<file path="src/rtl/pte_ad_pkg.sv">
// Shared encodings for the access/dirty updater.
// Assumes two-bit codes on the ports; values are fixed by the requirements.
package pte_ad_pkg;

    typedef enum logic [1:0] {
        ACC_LOAD  = 2'd0,
        ACC_STORE = 2'd1,
        ACC_FETCH = 2'd2
    } acc_e;

    typedef enum logic [1:0] {
        STG_SINGLE = 2'd0,
        STG_GUEST  = 2'd1,
        STG_VS     = 2'd2
    } stage_e;

    typedef enum logic [1:0] {
        RES_DONE    = 2'd0,
        RES_RESTART = 2'd1,
        RES_PFAULT  = 2'd2,
        RES_AFAULT  = 2'd3
    } res_e;

    // Action chosen when a request is accepted.
    typedef enum logic [1:0] {
        ACT_PASS  = 2'd0,
        ACT_FAULT = 2'd1,
        ACT_HOLD  = 2'd2,
        ACT_SWAP  = 2'd3
    } act_e;

endpackage

</file>
<file path="src/rtl/ad_env_regs.sv">
// Holds the machine-level and hypervisor-level update enables.
// Assumes both words share one write data bus; when both strobes are
// high in one cycle the hypervisor enable is qualified by the new machine
// enable. Only one bit of each word is stored.
module ad_env_regs #(
    parameter int XLEN      = 64,
    parameter int EN_BIT    = 61,
    parameter bit SUPPORTED = 1'b1
) (
    input  logic            clk,
    input  logic            rst_n,
    input  logic            m_we,
    input  logic            h_we,
    input  logic [XLEN-1:0] wdata,
    output logic            m_en,
    output logic            h_en,
    output logic [XLEN-1:0] m_rdata,
    output logic [XLEN-1:0] h_rdata
);
    logic m_q, h_q;
    logic m_next, h_next;

    // Next values: hypervisor enable can never outlive the machine enable.
    always_comb begin
        m_next = m_we ? (SUPPORTED & wdata[EN_BIT]) : m_q;
        h_next = (h_we ? (SUPPORTED & wdata[EN_BIT]) : h_q) & m_next;
    end

    // Enable storage with synchronous reset to disabled.
    always_ff @(posedge clk) begin
        if (!rst_n) begin
            m_q <= 1'b0;
            h_q <= 1'b0;
        end else begin
            m_q <= m_next;
            h_q <= h_next;
        end
    end

    assign m_en    = m_q;
    assign h_en    = h_q;
    assign m_rdata = XLEN'(m_q) << EN_BIT;
    assign h_rdata = XLEN'(h_q) << EN_BIT;

endmodule

</file>
<file path="src/rtl/ad_decide.sv">
// Combinational decision on an incoming leaf entry: pass, fault, hold
// for commit, or swap. Also forms the swap value.
// Assumes the permission check result is valid with the request.
module ad_decide
    import pte_ad_pkg::*;
#(
    parameter int PTE_W = 64,
    parameter int A_BIT = 6,
    parameter int D_BIT = 7
) (
    input  logic [PTE_W-1:0] pte,
    input  logic [1:0]       acc,
    input  logic [1:0]       stage,
    input  logic             spec,
    input  logic             store_ok,
    input  logic             m_en,
    input  logic             h_en,
    output act_e             act,
    output res_e             res,
    output logic [PTE_W-1:0] new_pte
);
    localparam logic [PTE_W-1:0] A_MASK = PTE_W'(1) << A_BIT;
    localparam logic [PTE_W-1:0] D_MASK = PTE_W'(1) << D_BIT;

    logic is_store, need, en;

    // Classify the request and pick the action in priority order.
    always_comb begin
        is_store = (acc == ACC_STORE);
        need     = !pte[A_BIT] || (is_store && !pte[D_BIT]);
        en       = (stage == STG_VS) ? h_en : m_en;
        new_pte  = pte | A_MASK | (is_store ? D_MASK : '0);
        res      = RES_DONE;
        if (!need) begin
            act = ACT_PASS;
        end else if (!en) begin
            act = ACT_FAULT;
            res = RES_PFAULT;
        end else if (!store_ok) begin
            act = ACT_FAULT;
            res = RES_AFAULT;
        end else if (is_store && spec) begin
            act = ACT_HOLD;
        end else begin
            act = ACT_SWAP;
        end
    end

endmodule

</file>
<file path="src/rtl/ad_cas_seq.sv">
// Sequencer: accepts one request at a time, waits for commit when needed,
// runs the compare-and-swap handshake and presents the result for one cycle.
// Assumes memory acknowledges a swap only once it is globally visible.
module ad_cas_seq
    import pte_ad_pkg::*;
#(
    parameter int PTE_W = 64,
    parameter int PA_W  = 56
) (
    input  logic             clk,
    input  logic             rst_n,
    input  logic             req_valid,
    input  logic [PTE_W-1:0] req_pte,
    input  logic [PA_W-1:0]  req_addr,
    input  logic [1:0]       req_acc,
    input  act_e             act,
    input  res_e             res_imm,
    input  logic [PTE_W-1:0] new_pte,
    input  logic             commit,
    output logic             busy,
    output logic             mem_req,
    output logic [PA_W-1:0]  mem_addr,
    output logic [PTE_W-1:0] mem_cmp,
    output logic [PTE_W-1:0] mem_swap,
    input  logic             mem_gnt,
    input  logic             mem_rsp_valid,
    input  logic [PTE_W-1:0] mem_rsp_old,
    input  logic             mem_rsp_err,
    output logic             rsp_valid,
    output logic [1:0]       rsp_code,
    output logic [1:0]       rsp_acc,
    output logic [PTE_W-1:0] rsp_pte
);
    typedef enum logic [2:0] {
        S_IDLE, S_HOLD, S_ISSUE, S_WAIT, S_RESP
    } state_e;

    state_e           state;
    logic [PTE_W-1:0] old_q, new_q, out_q;
    logic [PA_W-1:0]  addr_q;
    logic [1:0]       acc_q;
    res_e             res_q;

    // Request capture, handshake progress and result formation.
    always_ff @(posedge clk) begin
        if (!rst_n) begin
            state  <= S_IDLE;
            old_q  <= '0;
            new_q  <= '0;
            out_q  <= '0;
            addr_q <= '0;
            acc_q  <= '0;
            res_q  <= RES_DONE;
        end else begin
            unique case (state)
                S_IDLE: if (req_valid) begin
                    old_q  <= req_pte;
                    new_q  <= new_pte;
                    out_q  <= req_pte;
                    addr_q <= req_addr;
                    acc_q  <= req_acc;
                    res_q  <= res_imm;
                    unique case (act)
                        ACT_PASS, ACT_FAULT: state <= S_RESP;
                        ACT_HOLD:            state <= S_HOLD;
                        ACT_SWAP:            state <= S_ISSUE;
                    endcase
                end
                S_HOLD:  if (commit)  state <= S_ISSUE;
                S_ISSUE: if (mem_gnt) state <= S_WAIT;
                S_WAIT: if (mem_rsp_valid) begin
                    state <= S_RESP;
                    if (mem_rsp_err) begin
                        res_q <= RES_AFAULT;
                    end else if (mem_rsp_old != old_q) begin
                        res_q <= RES_RESTART;
                    end else begin
                        res_q <= RES_DONE;
                        out_q <= new_q;
                    end
                end
                S_RESP:  state <= S_IDLE;
                default: state <= S_IDLE;
            endcase
        end
    end

    assign busy      = (state != S_IDLE);
    assign mem_req   = (state == S_ISSUE);
    assign mem_addr  = addr_q;
    assign mem_cmp   = old_q;
    assign mem_swap  = new_q;
    assign rsp_valid = (state == S_RESP);
    assign rsp_code  = res_q;
    assign rsp_acc   = acc_q;
    assign rsp_pte   = out_q;

endmodule

</file>
<file path="src/rtl/pte_ad_updater.sv">
// Top: leaf-entry accessed/dirty updater for a page-table walker.
// Wires the enable registers, the decision logic and the swap sequencer.
// Assumes the walker holds request fields only in the accepting cycle.
module pte_ad_updater
    import pte_ad_pkg::*;
#(
    parameter int XLEN      = 64,
    parameter int PTE_W     = 64,
    parameter int PA_W      = 56,
    parameter int A_BIT     = 6,
    parameter int D_BIT     = 7,
    parameter int EN_BIT    = 61,
    parameter bit SUPPORTED = 1'b1
) (
    input  logic             clk,
    input  logic             rst_n,
    input  logic             env_m_we,
    input  logic             env_h_we,
    input  logic [XLEN-1:0]  env_wdata,
    output logic [XLEN-1:0]  env_m_rdata,
    output logic [XLEN-1:0]  env_h_rdata,
    input  logic             req_valid,
    input  logic [PTE_W-1:0] req_pte,
    input  logic [PA_W-1:0]  req_addr,
    input  logic [1:0]       req_acc,
    input  logic [1:0]       req_stage,
    input  logic             req_spec,
    input  logic             req_store_ok,
    input  logic             commit,
    output logic             busy,
    output logic             mem_req,
    output logic [PA_W-1:0]  mem_addr,
    output logic [PTE_W-1:0] mem_cmp,
    output logic [PTE_W-1:0] mem_swap,
    input  logic             mem_gnt,
    input  logic             mem_rsp_valid,
    input  logic [PTE_W-1:0] mem_rsp_old,
    input  logic             mem_rsp_err,
    output logic             rsp_valid,
    output logic [1:0]       rsp_code,
    output logic [1:0]       rsp_acc,
    output logic [PTE_W-1:0] rsp_pte
);
    logic             m_en, h_en;
    act_e             act;
    res_e             res_imm;
    logic [PTE_W-1:0] new_pte;

    ad_env_regs #(
        .XLEN(XLEN), .EN_BIT(EN_BIT), .SUPPORTED(SUPPORTED)
    ) u_env (
        .clk(clk), .rst_n(rst_n),
        .m_we(env_m_we), .h_we(env_h_we), .wdata(env_wdata),
        .m_en(m_en), .h_en(h_en),
        .m_rdata(env_m_rdata), .h_rdata(env_h_rdata)
    );

    ad_decide #(
        .PTE_W(PTE_W), .A_BIT(A_BIT), .D_BIT(D_BIT)
    ) u_decide (
        .pte(req_pte), .acc(req_acc), .stage(req_stage),
        .spec(req_spec), .store_ok(req_store_ok),
        .m_en(m_en), .h_en(h_en),
        .act(act), .res(res_imm), .new_pte(new_pte)
    );

    ad_cas_seq #(
        .PTE_W(PTE_W), .PA_W(PA_W)
    ) u_seq (
        .clk(clk), .rst_n(rst_n),
        .req_valid(req_valid), .req_pte(req_pte), .req_addr(req_addr),
        .req_acc(req_acc), .act(act), .res_imm(res_imm), .new_pte(new_pte),
        .commit(commit), .busy(busy),
        .mem_req(mem_req), .mem_addr(mem_addr), .mem_cmp(mem_cmp),
        .mem_swap(mem_swap), .mem_gnt(mem_gnt),
        .mem_rsp_valid(mem_rsp_valid), .mem_rsp_old(mem_rsp_old),
        .mem_rsp_err(mem_rsp_err),
        .rsp_valid(rsp_valid), .rsp_code(rsp_code),
        .rsp_acc(rsp_acc), .rsp_pte(rsp_pte)
    );

endmodule

</file>
<file path="config.mk">
export PLATFORM = sky130hd
export DESIGN_NAME = pte_ad_updater
export DESIGN_NICKNAME = d
export VERILOG_FILES = /design/src/rtl/pte_ad_pkg.sv /design/src/rtl/ad_env_regs.sv /design/src/rtl/ad_decide.sv /design/src/rtl/ad_cas_seq.sv /design/src/rtl/pte_ad_updater.sv
export SDC_FILE = /design/constraint.sdc
export NUM_CORES = 1
export LEC_CHECK = 0
export ABC_AREA = 1
export BUFFER_PORTS_ARGS = -buffer_cell sky130_fd_sc_hd__buf_2
export CORE_AREA = 2 2 251 253
export DETAILED_ROUTE_END_ITERATION = 7
export DIE_AREA = 0 0 253 255
export PLACE_DENSITY = 0.53
export SYNTH_ARGS = -nofsm -noshare
export SYNTH_HDL_FRONTEND = slang
export SYNTH_HIERARCHICAL = 1
export SYNTH_SLANG_ARGS = --single-unit
</file>
<file path="constraint.sdc">
create_clock -name clk -period 2.8 [get_ports clk]
set_input_delay 0.28 -clock clk [delete_from_list [all_inputs] [get_ports clk]]
set_output_delay 0.28 -clock clk [all_outputs]
set_load 0.02 [all_outputs]
</file>
==> results.txt <==
- Combinational logic burns 43.5% of the power.
* Root buffer cell: clkbuf_16
* HPWL Detailed: 31.65 mm
- The initial utilization of the core area, before any placement, comes to 20.74%.
* Leading cell types by total area after synthesis: dfxtp_1, nand2_1, buf_4
- Post-synthesis instance total: 1930
* Beginning of the worst hold path: req_addr[18]
- Ratio of final minimum period to clock period: 93.59%
- For this design, the sink count on the clock tree is 257.
- Setup violations remaining at the end of the flow were counted as 0.
* Final-layout setup total negative slack: 0 ns
* Portion of synthesized cell area occupied by the leading cell type: 39.90%
- The congestion estimate from routability-driven global placement came to 0.7769.
- The tool flagged a number of max-cap violations equal to 0.
* Commonest non-fill, non-tap cells in the layout: nand2_1, buf_2, dfxtp_1
- Number of distinct standard cells referenced by the synthesized netlist: 28
- DIE HEIGHT: 255 µm
- Time the worst path needs with I/O delays and setup: 2.620 ns
* P&R area growth vs syn: 29.28%
* Final core utilization: 26.82%
- The number of global-route vias before repair came to 11000.
- IR analysis of the VDD net gives a maximum drop of 632.9 µV.
- Crit. End Element: output pin
* Most crowded layer after global routing: met2
- Core outline area: 62160 µm²
- In the final routed layout, each cell accounts on average for 13.64 µm.
* Total setup buffers inserted after CTS: 0
- The largest total area in the synthesized netlist belongs to dfxtp_1.
- Counting the buffers created by CTS gives 34.
- Total number of nets in the final design: 2587
* Number of buffers added to fix hold violations after cts: 47
- Synthesized area divided by synthesized cell count: 6.681 µm²
- Worst-case setup slack after placement: 0.3688 ns
- Achievable Freq: 381.6 MHz
* Resized cells post-CTS: 0
* Share of synthesized flip-flops with an asynchronous set or reset: 0%
- Number of port buffers: 456
- In the routed design, unresolved DRC markers number 0.
- Net Sw Power: 7.874 mW
- The detail route stage leaves a number of antenna-violating nets equal to 0.
* Final setup margin: 0.1796 ns
- CTS built an H-tree with a depth of 2.
* CTS tree: yes
- Synthesis inferred 257 register bits.
* Critical path class: reg -> out
* Antenna violations before repair: 6
* Mapped Area: 12890 µm²
- Count of flip-flops with a built-in enable after synthesis: 0
* Met2 usage: 21.34%
* Remaining global-route overflow: 0
- The worst register-to-register path begins at u_seq/mem_cmp[50].
* Commonest non-fill, non-tap cell in the layout: nand2_1
* Post-Route Hold Slack: 0.03680 ns
* Net Sw Frac: 44.00%
- The critical path starts at u_seq/state[0].
* CP cell instances: inv_2, nand2_1, nor2_4, buf_4, inv_1, buf_2
- Final hold viol count: 0
- For this run, the register share of the synthesized area comes to 39.90%.
- The longest clock path from root to sink contains 3 buffers.
- STA classifies the critical path startpoint as a register.
- Final setup skew: 0.01786 ns
- Routed via count: 12250
- Static leakage: 8.613 nW
* Required time of the worst setup path: 2.52 ns
- For this run, the slowest stage of the critical path takes 0.65 ns.
- Power spread over the standard cell area amounts to 1074 nW/µm².
- For this run, the leading register cell type out of synthesis is dfxtp_1.
- Result of the run: completed
* Number of warnings issued by yosys: 6
* Met3 GRT Util: 4.454%
* Transition time at the pin with the least slew margin: 0.7847 ns
- Cell with the biggest individual delay on the critical path: buf_4
- The first detailed-routing pass ran for 5 iterations.
- Entering global routing, the biggest net connects 119 pins.
* Total Die Area: 64520 µm²
* Remaining max-slew budget at the tightest pin: 47.69%
- Internal power comes to 10.02 mW.
- Global routing consumed, over all layers together, 12.54% of the routing resources.
- Using the TritonRoute via totals, the vias-per-cell ratio works out to 3.888.
- Counting the fill cells in the layout gives 6993.
- The post-route netlist has 23.49% of its cells at a drive strength greater than 1.
* Global-route wire length before repair: 63.11 mm
- The number of max-slew violations in the final report was 0.
* Total detailed-routing wirelength: 43.00 mm
- Unrepaired setup endpoints after global routing: no
- In this run, the clock network consumes 25.1% of the power.
* Number of top-level pins: 646
- Clock transition at the registers of the reported paths: 0.06 ns
- Seq pwr share: 31.4%
- In this run, the number of DRC markers left after iteration 0 of detailed routing was 541.
- At the worst endpoint, the arrival time is 2.34 ns.
* Class of the worst hold path: in -> reg
* Critical Path Fanout Max: 69
* Row count: 92
- Clock latency on the worst-skew pair: 0.54 ns
* Global-route met1 utilization: 14.80%
- Die span in x: 253 µm
-- worst max-delay path: cells and delay by family (launching register included) --
| family | cells | cell delay, ns |
|---|---|---|
| AND/OR/NAND/NOR | 2 | 0.27 |
| flip-flops | 1 | 0.34 |
| buffers and inverters | 4 | 1.17 |
-- Yosys cell counts (6+ instances only) --
| cell | n |
|---|---|
| nand2_1 | 464 |
| dfxtp_1 | 257 |
| inv_1 | 257 |
| buf_4 | 193 |
| a21oi_1 | 187 |
| o21ai_0 | 185 |
| nor2_1 | 177 |
| clkbuf_1 | 79 |
| nand3_1 | 73 |
| buf_2 | 15 |
| xor2_1 | 10 |
| buf_6 | 6 |
| inv_2 | 6 |
-- power by group through the flow --
stage                     Clock [mW]  Sequential [mW]  Combinational (mW)
after detailed placement           0             5.70                7.82
after global placement             0             5.67                7.85
after floorplan                    0             7.22                3.87
final                           4.48             5.63                7.78
after global routing            4.79             5.80                8.72
after CTS                       4.66             5.64                7.90
-- layer usage --
| layer | part of all wire (%) | wire length [µm] |
|---|---|---|
| met1 | 42 | 18020 |
| met2 | 47 | 20330 |
| met3 | 8.4 | 3608 |
| met4 | 2.3 | 995 |
| met5 | 0.095 | 41 |
-- final timing paths --
path / end / slack [ns] / cells after the start
min reg2reg: u_seq/mem_addr[46] / 0.46 / 2
max: busy / 0.18 / 6
max reg2reg: u_seq/rsp_pte[34] / 0.51 / 14
min: u_seq/mem_addr[18] / 0.04 / 3
-- through the flow --
stage | std cells | area, µm² | total power, mW
floorplan | 2055 | 13360 | 11.10
global placement | 3040 | 15030 | 13.52
detailed placement | 3040 | 15030 | 13.52
CTS | 3149 | 16660 | 18.20
global route | 3149 | 16660 | 19.31
finish | 3152 | 16670 | 17.90
-- registers in the layout, summed over array words and instances, names as in the netlist --
name / count
u_seq/mem_cmp: 64
u_seq/mem_swap: 64
u_seq/rsp_pte: 64
u_seq/mem_addr: 56
u_seq/state: 3
u_seq/rsp_acc: 2
u_seq/rsp_code: 2
u_env/h_en: 1
u_env/m_en: 1
-- area by class of cell --
class	count	area [µm²]	share of cell area, %
diodes	3	7.507	0.04504
repair buffers	527	3014	18.08
clock buffers	54	1080	6.478
clock inverters	8	78.83	0.4729
well taps	799	999.7	5.998
flip-flops and latches	257	5145	30.87
inverters	263	989.7	5.938
multi-input cells	1241	5354	32.12
-- cell families (layout without fill, tap and decap cells) --
family                 Yosys count  in the layout  share of synthesized area [%]
XOR/XNOR                        10             10                         0.6793
other                            2            130                        0.05825
buffers and inverters          557            852                          22.33
AO/OA/AOI/OAI                  379            379                          14.96
flip-flops                     257            257                          39.90
AND/OR/NAND/NOR                725            725                          22.07
No activity file was read; power rests on OpenSTA's default activity.
